--- src/rtl/bce_pkg.sv ---
package bce_pkg;
  // Burst length codes; any other value selects a single beat.
  localparam logic [2:0] LEN_1    = 3'b000;
  localparam logic [2:0] LEN_2    = 3'b001;
  localparam logic [2:0] LEN_4    = 3'b010;
  localparam logic [2:0] LEN_8    = 3'b011;
  localparam logic [2:0] LEN_PAGE = 3'b111;

  // Attributes of the burst in flight, captured with its command.
  typedef struct packed {
    logic is_rd;
    logic xor_ord;
    logic page;
    logic lat3;
  } burst_attr_t;
endpackage

--- src/rtl/bce_mode_dec.sv ---
module bce_mode_dec
  import bce_pkg::*;
#(
  parameter int COL_W = 8
) (
  input  logic [2:0]       len_code,
  input  logic             xor_req,
  input  logic             single_wr,
  input  logic             is_write,
  output logic [COL_W-1:0] wrap_mask,
  output logic             page,
  output logic             xor_eff
);
  logic [COL_W-1:0] mask_raw;
  logic             page_raw;

  always_comb begin
    mask_raw = '0;
    page_raw = 1'b0;
    case (len_code)
      LEN_2:    mask_raw = COL_W'(1);
      LEN_4:    mask_raw = COL_W'(3);
      LEN_8:    mask_raw = COL_W'(7);
      LEN_PAGE: begin
        mask_raw = '1;
        page_raw = 1'b1;
      end
      default:  mask_raw = '0;
    endcase
  end

  // A write in single-write mode always collapses to one beat.
  assign wrap_mask = (is_write && single_wr) ? '0 : mask_raw;
  assign page      = (is_write && single_wr) ? 1'b0 : page_raw;
  // A full page always counts upward.
  assign xor_eff   = xor_req && !page;
endmodule

--- src/rtl/bce_col_gen.sv ---
module bce_col_gen #(
  parameter int COL_W = 8
) (
  input  logic [COL_W-1:0] base_col,
  input  logic [COL_W-1:0] beat_idx,
  input  logic [COL_W-1:0] wrap_mask,
  input  logic             xor_ord,
  output logic [COL_W-1:0] beat_col
);
  logic [COL_W-1:0] sum_col;
  logic [COL_W-1:0] mix_col;

  assign sum_col = base_col + beat_idx;
  assign mix_col = base_col ^ beat_idx;

  // The mask is contiguous from bit 0. Bits inside it take the ordered value.
  // Bits above it keep the start column, which also drops the carry out of
  // the wrapped field.
  for (genvar b = 0; b < COL_W; b++) begin : g_bit
    assign beat_col[b] = wrap_mask[b] ? (xor_ord ? mix_col[b] : sum_col[b])
                                      : base_col[b];
  end
endmodule

--- src/rtl/bce_burst_ctrl.sv ---
module bce_burst_ctrl
  import bce_pkg::*;
#(
  parameter int COL_W = 8
) (
  input  logic             clk,
  input  logic             rst_n,
  input  logic             go,
  input  logic             stop,
  input  logic [COL_W-1:0] load_col,
  input  logic [COL_W-1:0] load_mask,
  input  burst_attr_t      load_attr,
  output logic             active,
  output logic             last_beat,
  output logic [COL_W-1:0] base_col,
  output logic [COL_W-1:0] beat_idx,
  output logic [COL_W-1:0] wrap_mask,
  output burst_attr_t      attr
);
  assign last_beat = active && !attr.page && (beat_idx == wrap_mask);

  always_ff @(posedge clk) begin
    if (!rst_n) begin
      active    <= 1'b0;
      beat_idx  <= '0;
      base_col  <= '0;
      wrap_mask <= '0;
      attr      <= '0;
    end else if (go) begin
      active    <= 1'b1;
      beat_idx  <= '0;
      base_col  <= load_col;
      wrap_mask <= load_mask;
      attr      <= load_attr;
    end else if (stop) begin
      active    <= 1'b0;
    end else if (active) begin
      if (last_beat) active <= 1'b0;
      beat_idx <= beat_idx + COL_W'(1);
    end
  end
endmodule

--- src/rtl/bce_lat_pipe.sv ---
module bce_lat_pipe #(
  parameter int MAX_LAT = 3,
  parameter int LAT_W   = $clog2(MAX_LAT + 1)
) (
  input  logic             clk,
  input  logic             rst_n,
  input  logic             beat_in,
  input  logic [LAT_W-1:0] lat,
  output logic             beat_out
);
  // A beat enters at stage MAX_LAT-lat, one edge after it is shown, so it
  // leaves the last stage exactly lat cycles after it was shown.
  logic [MAX_LAT-1:0] stage;
  logic [LAT_W-1:0]   entry;

  assign entry = LAT_W'(MAX_LAT) - lat;

  for (genvar j = 0; j < MAX_LAT; j++) begin : g_stage
    logic from_prev;
    if (j == 0) begin : g_head
      assign from_prev = 1'b0;
    end else begin : g_body
      assign from_prev = stage[j-1];
    end
    always_ff @(posedge clk) begin
      if (!rst_n) stage[j] <= 1'b0;
      else        stage[j] <= from_prev | (beat_in && (entry == LAT_W'(j)));
    end
  end

  assign beat_out = stage[MAX_LAT-1];
endmodule

--- src/rtl/burst_col_engine.sv ---
module burst_col_engine
  import bce_pkg::*;
#(
  parameter int COL_W  = 8,
  parameter int LAT_LO = 2,
  parameter int LAT_HI = 3
) (
  input  logic             clk,
  input  logic             rst_n,
  input  logic             cmd_rd,
  input  logic             cmd_wr,
  input  logic             cmd_term,
  input  logic [COL_W-1:0] start_col,
  input  logic [2:0]       mode_len,
  input  logic             mode_xor,
  input  logic             mode_lat3,
  input  logic             mode_single_wr,
  output logic             col_valid,
  output logic [COL_W-1:0] col,
  output logic             col_is_read,
  output logic             wr_beat_valid,
  output logic             rd_data_valid,
  output logic             burst_done
);
  localparam int LAT_W = $clog2(LAT_HI + 1);

  logic             go;
  logic             is_wr_cmd;
  logic [COL_W-1:0] dec_mask;
  logic             dec_page;
  logic             dec_xor;
  burst_attr_t      new_attr;

  logic             active;
  logic             last_beat;
  logic [COL_W-1:0] base_col;
  logic [COL_W-1:0] beat_idx;
  logic [COL_W-1:0] wrap_mask;
  burst_attr_t      attr;
  logic [LAT_W-1:0] lat_sel;

  // A read wins over a write; either one wins over a terminate.
  assign go        = cmd_rd || cmd_wr;
  assign is_wr_cmd = cmd_wr && !cmd_rd;

  bce_mode_dec #(.COL_W(COL_W)) u_dec (
    .len_code  (mode_len),
    .xor_req   (mode_xor),
    .single_wr (mode_single_wr),
    .is_write  (is_wr_cmd),
    .wrap_mask (dec_mask),
    .page      (dec_page),
    .xor_eff   (dec_xor)
  );

  always_comb begin
    new_attr.is_rd   = cmd_rd;
    new_attr.xor_ord = dec_xor;
    new_attr.page    = dec_page;
    new_attr.lat3    = mode_lat3;
  end

  bce_burst_ctrl #(.COL_W(COL_W)) u_ctrl (
    .clk       (clk),
    .rst_n     (rst_n),
    .go        (go),
    .stop      (cmd_term),
    .load_col  (start_col),
    .load_mask (dec_mask),
    .load_attr (new_attr),
    .active    (active),
    .last_beat (last_beat),
    .base_col  (base_col),
    .beat_idx  (beat_idx),
    .wrap_mask (wrap_mask),
    .attr      (attr)
  );

  bce_col_gen #(.COL_W(COL_W)) u_col (
    .base_col  (base_col),
    .beat_idx  (beat_idx),
    .wrap_mask (wrap_mask),
    .xor_ord   (attr.xor_ord),
    .beat_col  (col)
  );

  assign lat_sel = attr.lat3 ? LAT_W'(LAT_HI) : LAT_W'(LAT_LO);

  bce_lat_pipe #(.MAX_LAT(LAT_HI), .LAT_W(LAT_W)) u_pipe (
    .clk      (clk),
    .rst_n    (rst_n),
    .beat_in  (active && attr.is_rd),
    .lat      (lat_sel),
    .beat_out (rd_data_valid)
  );

  assign col_valid     = active;
  assign col_is_read   = active && attr.is_rd;
  assign wr_beat_valid = active && !attr.is_rd;
  assign burst_done    = last_beat;
endmodule

--- config.mk ---
export PLATFORM = sky130hd
export DESIGN_NAME = burst_col_engine
export DESIGN_NICKNAME = d
export VERILOG_FILES = /design/src/rtl/bce_pkg.sv /design/src/rtl/bce_mode_dec.sv /design/src/rtl/bce_col_gen.sv /design/src/rtl/bce_burst_ctrl.sv /design/src/rtl/bce_lat_pipe.sv /design/src/rtl/burst_col_engine.sv
export SDC_FILE = /design/constraint.sdc
export NUM_CORES = 1
export LEC_CHECK = 0
export BUFFER_PORTS_ARGS = -buffer_cell sky130_fd_sc_hd__buf_2
export CAP_MARGIN = 30
export CORE_ASPECT_RATIO = 0.7
export CORE_UTILIZATION = 40
export DETAILED_ROUTE_END_ITERATION = 6
export HOLD_SLACK_MARGIN = 0.06
export PLACE_DENSITY = 0.6
export SLEW_MARGIN = 5
export SYNTH_ARGS = -nofsm -noshare
export SYNTH_HDL_FRONTEND = slang
export SYNTH_SLANG_ARGS = --single-unit
--- constraint.sdc ---
create_clock -name clk -period 2 [get_ports clk]
set_input_delay 0.2 -clock clk [delete_from_list [all_inputs] [get_ports clk]]
set_output_delay 0.2 -clock clk [all_outputs]
set_load 0.02 [all_outputs]
==> flow_summary.yaml, run 1 <==
synth:
  synth_nets: 221
  netlist_instances: 193
  netlist.top_cell.by_area: "dfxtp_1"
  async_flop_share_pct: 0
  synth.avg_cell_area_um2: 8.29
  netlist_area_um2: 1600
  yosysTopAreaCellShare_pct: 35.0
  synth_cell_types: 43
  ys.flop_type: "dfxtp_1"
  synth_edf_count: 0
  ys_seq_area_share_pct: 35.0
  synth.area.top_cells: "dfxtp_1, nand2_1, ha_1"
  ys_ff_latch: 28
  yosysWarnings: 0
worst_setup_path:
  cp_max_fo: 2
  critical_path_required_ns: 1.80
  critical_path.top_delay_family: "compound AO/OA/AOI/OAI gates"
  critPathBufInv: 1
  timing.rr.end: "u_ctrl.beat_idx[7]$_SDFFE_PP0P_"
  worst_setup_path_start_kind: "flop"
  critPathKind: "flop to output pin"
  cp-endpoint: "col[7]"
  arrival_ns: 2.07
  crit_cells: 7
  path_cells: "ha_4 -> a211oi_4 -> nor3_2 -> a311oi_2 -> mux2i_2 -> xor2_2 -> buf_6"
  cp-end-kind: "output pin"
  crit_path_start: "u_ctrl.beat_idx[1]$_SDFFE_PP0P_"
  rrSetupSlack_ns: 0.50
  critical_path.slowest_cell: "dfxtp_2"
  cp_slowest_stage_delay_ns: 0.35
  r2r-start: "u_ctrl.active$_SDFF_PN0_"
  r2r_cells: 4
power_and_ir_drop:
  p_comb_share_pct: 18.4
  p_leak_nw: 0.893
  power_mw: 1.17
  p_sw_share_pct: 26.2
  switching_power_uw: 305
  power.density_nw_per_um2: 542
  power.share.sequential_pct: 51.9
  ir_drop_v: 0.000345
  internal_power_uw: 860
  clockPowerShare_pct: 29.7
placement:
  dp.cells: 288
  io_buffers: 31
  gp_congestion: 0.888
  dp.final_hpwl_um: 3050
floorplan:
  initial_core_util_pct: 43.6
  io_pins: 32
  die_w_um: 77.6
  row_count: 18
  core_area_um2: 3670
  fp.dieH_um: 54.9
  die-area_um2: 4260
final_layout:
  drive_above_1_share_pct: 38.4
  nets: 271
  synthToLayoutAreaGrowth_pct: 34.3
  diodes: 0
  final_common_cell: "nand2_1"
  stdcell_count: 292
  multiInputGateArea_um2: 1110
  final_cell_mix: "nand2_1, buf_2, buf_4"
  fillerInstances: 349
  ff_latch_area_um2: 572
timing:
  max_freq_mhz: 441
  worst_pin_slew_ns: 0.437
  finalSetupViolations: 4
  timing.final.crit_share_pct: 113
  hold_viol: 0
  skew_ns: 0.00491
  relSlewSlack_pct: 70.8
  period_needed_ns: 2.27
  setup_ws_ns: -0.267
  rsz0062_at_grt: "true"
  finalMaxSlewViolations: 0
clock_tree:
  clk_latency_ns: 0.27
  post_cts_buffers: 0
  clkTransAtPathRegs_ns: 0.09
  htree_levels: 1
  cts_sinks: 28
  cts_made_buffers: 3
  cts_tree: "done"
  cts_root_buf: "clkbuf_8"
  cts-hold-fix-buffers: 0
  cts_max_path_buffers: 2
drt:
  wl_met3_um: 197
  vias: 1514
  drc: 0
  wirelength_um: 4060
  first_pass_iters: 4
  top_layer: "met4"
  met1_length_um: 1910
  via_per_inst: 5.18
  wl_per_cell_um: 13.9
  drtIter0Drc: 66
  met2_length_um: 1930
  ant_nets: 0
global_route:
  grt_max_degree: 23
  grt_pass1_vias: 1410
  grt_pass1_wl_um: 6660
  grt_antenna_before_repair: 0
  grtUsageTotal_pct: 20.4
  grt.overflow.total: 0
status:
  violations: "negative setup slack"
  status: "finished with violations"
worst_hold_path:
  hold_class: "input port to flop"
run:
  drv_cap: 0
[cells in the mapped netlist (2+ instances only)]
master    number
nand2_1       30
dfxtp_1       28
nor2_1        17
a21oi_1       12
a21boi_0      10
o21ai_0       10
ha_1           8
nor2b_1        8
xor2_1         7
xnor2_1        6
inv_1          5
nand3_1        5
clkbuf_1       4
nand4_1        4
and2_1         3
o21a_1         3
a311oi_1       2
and3_1         2
buf_2          2
nand2b_1       2
nor4_2         2
or3_1          2
[cell type report]
type / count / share of cell area, %
flip-flops and latches: 28 / 26.6
clock buffers: 4 / 2.56
well taps: 50 / 2.91
inverters: 5 / 0.873
multi-input cells: 153 / 51.6
repair buffers: 52 / 15.5
[through the flow]
stage	hold WS, ns	setup WS [ns]	area [um^2]	setup TNS [ns]	utilization [%]
5_1_grt	0.176	-0.376	2150	-1.14	58.6
3_5_place_dp	0.430	-0.0875	1950	-0.147	53.2
4_1_cts	0.164	-0.357	2090	-0.912	56.9
6_report	0.163	-0.267	2150	-0.809	58.6
3_3_place_gp	0.416	-0.0396	1950	-0.0746	53.2
2_1_floorplan	0.324	0.00915	1610	0	-
[what timing repair did]
item / CTS / global route
gates resized for setup: 20 / 18
pin swaps: 14 / 5
gates cloned: 0 / 0
endpoints found under the setup margin: 7 / 7
[kinds of logic (layout without fill, tap and decap cells)]
group | count (synthesis) | after routing | share of synthesized area [%]
and+or+nand+nor | 84 | 84 | 27.3
AOI/OAI and AO/OA | 44 | 44 | 17.6
DFF | 28 | 28 | 35.0
xor gates and xnor gates | 13 | 13 | 7.11
buffers and inverters | 12 | 61 | 3.21
adders and majority gates | 9 | 9 | 7.51
muxes | 3 | 3 | 2.27
[routing by layer]
metal  vias to the layer above  global-route usage, %
li1                        765                      -
met2                        41                   36.0
met1                       706                   26.4
met3                         2                   4.59
met5                         -                      0
met4                         0                   3.46
[tightest hold or removal path, delay by kind of cell]
kind | cells | cell delay [ns]
buf+inv | 1 | 0.09
simple gates | 1 | 0.04
compound gates | 1 | 0.06
[registers in the layout, indices dropped and copies added, names as in the netlist]
signal,cells
u_ctrl.beat_idx,8
u_pipe.g_stage.from_prev,2
u_ctrl.attr,4
u_ctrl.base_col,8
u_pipe.beat_out,1
u_ctrl.active,1
u_ctrl.wrap_mask,4
[how the worst min path moves through the flow]
stage	start	endpoint	slack, ns	depth (start not counted)
final	mode_lat3	u_ctrl.attr[0]$_SDFFE_PN0P_	0.16	3
after global routing	start_col[6]	u_ctrl.base_col[6]$_SDFFE_PN0P_	0.18	3
after CTS	mode_lat3	u_ctrl.attr[0]$_SDFFE_PN0P_	0.16	3
after detailed placement	u_pipe.g_stage[2].from_prev$_SDFF_PN0_	u_pipe.beat_out$_SDFF_PN0_	0.43	1
after global placement	u_pipe.g_stage[2].from_prev$_SDFF_PN0_	u_pipe.beat_out$_SDFF_PN0_	0.42	1
after floorplan	cmd_rd	u_ctrl.attr[3]$_SDFFE_PN0P_	0.32	1
[power by group through the flow]
stage | Sequential [mW] | Combinational, mW | Clock [mW]
2_1_floorplan | 0.607 | 0.117 | 0
5_1_grt | 0.608 | 0.236 | 0.380
4_1_cts | 0.602 | 0.206 | 0.361
3_3_place_gp | 0.611 | 0.191 | 0
3_5_place_dp | 0.612 | 0.197 | 0
6_report | 0.605 | 0.214 | 0.346
Note: power is estimated with default switching activity, not from simulation.
==> run 2: changes to the inputs <==
--- a/config.mk
+++ b/config.mk
@@ -8,10 +8,10 @@
 export BUFFER_PORTS_ARGS = -buffer_cell sky130_fd_sc_hd__buf_2
 export CAP_MARGIN = 30
 export CORE_ASPECT_RATIO = 0.7
-export CORE_UTILIZATION = 40
+export CORE_UTILIZATION = 50
 export DETAILED_ROUTE_END_ITERATION = 6
 export HOLD_SLACK_MARGIN = 0.06
-export PLACE_DENSITY = 0.6
+export PLACE_DENSITY = 0.73
 export SLEW_MARGIN = 5
 export SYNTH_ARGS = -nofsm -noshare
 export SYNTH_HDL_FRONTEND = slang
==> run 2 against run 1 <==
The run still ends with negative setup slack left. Total power increased by 9.6%. Global-route usage grew 4.5 points. Worst setup slack got worse by 0.032 ns. Maximum frequency is 1.4% lower. Sequential cell count stayed put. Critical path depth is the same. Clock-buffer cell count fell by 1. Via count up 1.7%. Hold slack worse by 0.0048 ns. Largest cell class unchanged.
==> flow_summary.yaml, run 2 (synthesis results as in run 1) <==
clock_tree:
  cts_root_buf: "clkbuf_8"
  htree_levels: 1
  cts_tree: "done"
  clk_latency_ns: 0.28
  cts_sinks: 28
  cts_made_buffers: 3
  cts-hold-fix-buffers: 0
  cts_max_path_buffers: 2
  clkTransAtPathRegs_ns: 0.10
timing:
  skew_ns: 0.00337
  timing.final.crit_share_pct: 115
  finalSetupViolations: 4
  max_freq_mhz: 435
  period_needed_ns: 2.30
  finalMaxSlewViolations: 0
  worst_pin_slew_ns: 0.352
  fin_hold_ws_ns: 0.158
  hold_viol: 0
  rsz0062_at_grt: "true"
  relSlewSlack_pct: 76.5
  setup_ws_ns: -0.299
power_and_ir_drop:
  switching_power_uw: 322
  clockPowerShare_pct: 35.4
  power.density_nw_per_um2: 585
  internal_power_uw: 955
  ir_drop_v: 0.000351
  power.share.sequential_pct: 47.4
  p_leak_nw: 0.892
  p_sw_share_pct: 25.2
  p_comb_share_pct: 17.1
worst_setup_path:
  cp-end-kind: "output pin"
  critical_path_required_ns: 1.80
  arrival_ns: 2.10
  critPathKind: "flop to output pin"
  cp_max_fo: 4
  worst_setup_path_start_kind: "flop"
status:
  status: "finished with violations"
  violations: "negative setup slack"
drt:
  wirelength_um: 4180
  wl_per_cell_um: 15.1
  ant_nets: 0
  first_pass_iters: 4
  drc: 0
  vias: 1539
  drtIter0Drc: 73
  via_per_inst: 5.56
final_layout:
  drive_above_1_share_pct: 39.0
  synthToLayoutAreaGrowth_pct: 36.3
  fin_util_pct: 74.6
  reg_top3: "u_ctrl.base_col (8), u_ctrl.beat_idx (8)"
  final_cell_mix: "nand2_1, buf_2, buf_4"
  diodes: 0
  fillerInstances: 207
  final_common_cell: "nand2_1"
  nets: 270
global_route:
  use_met1_pct: 28.8
  grt_pass1_wl_um: 6800
  grt_use_met3_pct: 6.61
  grtUsageTotal_pct: 24.9
  use_met2_pct: 47.4
  busiest_layer: "met2"
  grt_antenna_before_repair: 0
  grt_pass1_vias: 1505
  grt.overflow.total: 0
  grt_max_degree: 23
floorplan:
  die-area_um2: 3430
  initial_core_util_pct: 54.8
  core_area_um2: 2920
  fp.dieH_um: 49.3
  row_count: 16
  die_w_um: 69.6
  io_pins: 32
run:
  drv_cap: 0
placement:
  gp_congestion: 0.910
  dp.final_hpwl_um: 2920
  io_buffers: 31
worst_hold_path:
  hold_class: "input port to flop"
-- run 2: worst paths after layout --
path	slack [ns]	from	cells after the start	end
max	-0.30	u_ctrl.beat_idx[3]$_SDFFE_PP0P_	7	col[7]
min	0.16	start_col[6]	3	u_ctrl.base_col[6]$_SDFFE_PN0P_
max reg2reg	0.51	u_ctrl.beat_idx[0]$_SDFFE_PP0P_	6	u_ctrl.active$_SDFF_PN0_
min reg2reg	0.45	u_pipe.g_stage[2].from_prev$_SDFF_PN0_	1	u_pipe.beat_out$_SDFF_PN0_
-- run 2: stage by stage --
stage	setup WS [ns]	setup TNS [ns]	area, um^2	cells	power [mW]
after floorplan	0.00915	0	1610	193	0.724
after CTS	-0.313	-0.901	2080	277	1.26
final	-0.299	-0.838	2180	277	1.28
after global placement	-0.0270	-0.0490	1920	272	0.796
after global routing	-0.347	-1.27	2180	277	1.32
after detailed placement	-0.0657	-0.107	1920	272	0.805
-- run 2: cell type report --
type                       instances  area [um^2]  share of cell area, %
inverter                           5         23.8                   1.09
clock buffer                       3         41.3                   1.89
multi-input combinational        153         1140                   52.1
tap                               36         45.0                   2.07
timing repair buffer              51          333                   15.3
sequential                        28          572                   26.2
clock inverter                     1         30.0                   1.38
-- run 2: worst max-delay path, cell delays in order, from the launching register on --
cell and delay (ns):
dfxtp_1 0.37, ha_2 0.33, nand4_1 0.16, nor3_2 0.07
a311oi_2 0.28, mux2i_2 0.32, xor2_2 0.15, buf_4 0.15
-- run 2: power by group through the flow --
stage	Clock, mW	Sequential [mW]	Combinational [mW]
2_1_floorplan	0	0.607	0.117
5_1_grt	0.479	0.608	0.237
3_3_place_gp	0	0.611	0.185
3_5_place_dp	0	0.612	0.192
6_report	0.453	0.605	0.219
4_1_cts	0.458	0.603	0.203
-- run 2: repair_timing --
item	CTS	global route
pin swaps	10	12
setup endpoints to repair	7	8
resized for setup	21	25
setup buffers	1	0
-- run 2: layer usage --
metal | share of wire (%) | up-vias
li1 | - | 758
met1 | 43 | 733
met2 | 52 | 44
met4 | 0.55 | 0
met5 | 0 | -
met3 | 4.4 | 4
==> run 3: changes to the inputs <==
--- a/config.mk
+++ b/config.mk
@@ -5,14 +5,16 @@
 export SDC_FILE = /design/constraint.sdc
 export NUM_CORES = 1
 export LEC_CHECK = 0
-export BUFFER_PORTS_ARGS = -buffer_cell sky130_fd_sc_hd__buf_2
 export CAP_MARGIN = 30
 export CORE_ASPECT_RATIO = 0.7
 export CORE_UTILIZATION = 50
 export DETAILED_ROUTE_END_ITERATION = 6
+export DONT_BUFFER_PORTS = 1
+export GPL_TIMING_DRIVEN = 0
 export HOLD_SLACK_MARGIN = 0.06
-export PLACE_DENSITY = 0.73
+export PLACE_DENSITY = 0.64
 export SLEW_MARGIN = 5
 export SYNTH_ARGS = -nofsm -noshare
 export SYNTH_HDL_FRONTEND = slang
+export SYNTH_HIERARCHICAL = 1
 export SYNTH_SLANG_ARGS = --single-unit
==> run 3 against run 2 <==
Via count decreased by 1.9%. Register-to-register slack got worse by 0.13 ns. Hold slack got worse by 0.094 ns. Utilization decreased by 11 points. Sequential share of layout area increased by 2.6 points. Sequential cell count increased by 4. Clock-buffer cell count increased by 5. The run still ends with negative setup slack left. Clock power increased by 21%. Final area increased by 4.0%. Non-clock buffer count decreased by 31.
==> flow_summary.yaml, run 3 <==
floorplan:
  core_area_um2: 3560
  io_pins: 32
  row_count: 18
  initial_core_util_pct: 52.7
  fp.dieH_um: 53.3
  die-area_um2: 4010
  die_w_um: 75.2
synth:
  synth_cell_types: 46
  yosysWarnings: 6
  netlist_instances: 207
  netlist.top_cell.by_area: "dfxtp_1"
  ys.flop_type: "dfxtp_1"
  synth_edf_count: 0
  ys_seq_area_share_pct: 34.1
  synth.area.top_cells: "dfxtp_1, mux2i_1, nor2b_1"
  async_flop_share_pct: 0
  yosysTopAreaCellShare_pct: 34.1
  netlist_area_um2: 1880
  synth_common_cells: "dfxtp_1, nor2b_1, mux2i_1"
  yosysMostFrequentCell: "dfxtp_1"
  ys_ff_latch: 32
  synth.avg_cell_area_um2: 9.07
timing:
  finalMaxSlewViolations: 0
  finalSetupViolations: 4
  hold_viol: 0
  setup_tns_ns: -1.73
  timing.final.crit_share_pct: 124
  skew_ns: 0.00817
  fin_hold_ws_ns: 0.0648
  rsz0062_at_grt: "true"
  max_freq_mhz: 403
  period_needed_ns: 2.48
  setup_ws_ns: -0.483
worst_setup_path:
  arrival_ns: 2.28
  r2r-start: "u_ctrl/active$_SDFF_PN0_"
  cp_max_fo: 2
  cp-end-kind: "output pin"
  critPathKind: "flop to output pin"
  crit_path_start: "u_ctrl/beat_idx[0]$_SDFFE_PP0P_"
  critical_path_required_ns: 1.80
  worst_setup_path_start_kind: "flop"
clock_tree:
  cts_tree: "done"
  cts_root_buf: "clkbuf_8"
  cts_max_path_buffers: 2
  clk_latency_ns: 0.28
  cts_sinks: 32
  clkTransAtPathRegs_ns: 0.07
  cts_made_buffers: 5
  htree_levels: 2
drt:
  drtIter0Drc: 55
  drc: 0
  ant_nets: 0
  vias: 1509
  wl_per_cell_um: 15.4
  wirelength_um: 4240
  via_per_inst: 5.47
  first_pass_iters: 4
placement:
  dp.final_hpwl_um: 3050
  placed_area_um2: 2000
  place_ws_ns: -0.261
  gp_congestion: 0.840
  io_buffers: 0
global_route:
  grt_pass1_vias: 1367
  grt_max_degree: 11
  grtUsageTotal_pct: 22.9
  grt.overflow.total: 0
  grt_pass1_wl_um: 6600
  grt_antenna_before_repair: 0
final_layout:
  drive_above_1_share_pct: 26.1
  final_common_cell: "dfxtp_1"
  synthToLayoutAreaGrowth_pct: 20.8
  reg_top3: "u_ctrl/base_col (8), u_ctrl/beat_idx (8), u_ctrl/wrap_mask (8)"
  fin_area_um2: 2270
  diodes: 0
  nets: 253
  final_cell_mix: "dfxtp_1, nor2b_1, mux2i_1"
power_and_ir_drop:
  ir_drop_v: 0.000411
  power_mw: 1.45
  power.density_nw_per_um2: 639
  p_leak_nw: 0.953
run:
  drv_cap: 0
status:
  status: "finished with violations"
  violations: "negative setup slack"
worst_hold_path:
  hold_class: "input port to flop"
  holdCritStartpoint: "rst_n"
[run 3: worst max-delay path, cell delays in order (launching register included)]
cell	delay, ns
dfxtp_4	0.37
ha_4	0.13
inv_2	0.04
fa_2	0.33
or2b_1	0.24
a211oi_2	0.29
a31oi_1	0.15
xnor2_1	0.15
mux2_4	0.30
[run 3: repair_timing]
| action | CTS | global route |
|---|---|---|
| hold buffers | 1 | 0 |
| endpoints found under the hold margin | 2 | 0 |
| buffers inserted | 5 | 3 |
| setup endpoints to repair | 6 | 8 |
| pin swaps | 5 | 7 |
| resized for setup | 12 | 10 |
[run 3: through the flow]
stage / util (%) / cells
after global routing: 63.7 / 276
final: 63.7 / 276
after CTS: 61.8 / 273
after floorplan: - / 209
after global placement: 56.3 / 259
after detailed placement: 56.3 / 259
[run 3: per-layer routing]
layer | track usage (%) | vias to the layer above | part of all wire (%)
met5 | 0 | - | 0
met3 | 7.43 | 8 | 6.8
li1 | - | 742 | -
met4 | 6.17 | 0 | 1.4
met1 | 30.8 | 716 | 45
met2 | 35.3 | 43 | 47
[run 3: cells by family (layout without fill, tap and decap cells)]
| family | count (synthesis) | after routing | share of synthesized area (%) |
|---|---|---|---|
| buffers and inverters | 17 | 34 | 4.87 |
| AND/OR/NAND/NOR | 81 | 81 | 25.1 |
| multiplexers | 23 | 23 | 12.4 |
| other | 1 | 3 | 0.200 |
| flip-flops | 32 | 32 | 34.1 |
| AO/OA/AOI/OAI | 25 | 25 | 8.07 |
| XOR/XNOR | 19 | 19 | 8.87 |
| adder cells (fa/ha/maj) | 9 | 9 | 6.40 |
[run 3: worst paths after layout]
kind	endpoint	slack, ns	cells past startpoint
worst max-delay path	col[6]	-0.48	8
worst min-delay path	u_ctrl/wrap_mask[2]$_SDFFE_PN0P_	0.06	1
worst max register to register	u_ctrl/active$_SDFF_PN0_	0.38	4
worst min register to register	u_pipe/g_stage[2].from_prev$_SDFF_PN0_	0.43	2
[run 3: power by group]
part	total, mW	internal [mW]	switching, mW
logic	0.208	0.0954	0.113
registers	0.692	0.660	0.0318
clock network	0.549	0.314	0.235
[run 3: final cells by class]
| type | instances | area [um^2] |
|---|---|---|
| fill | 299 | 1290 |
| multi-input combinational | 160 | 1290 |
| sequential | 32 | 653 |
| clock buffer | 8 | 100 |
| timing repair buffer | 9 | 70.1 |
| buffer | 11 | 68.8 |
| tap | 50 | 62.6 |
| inverter | 6 | 22.5 |
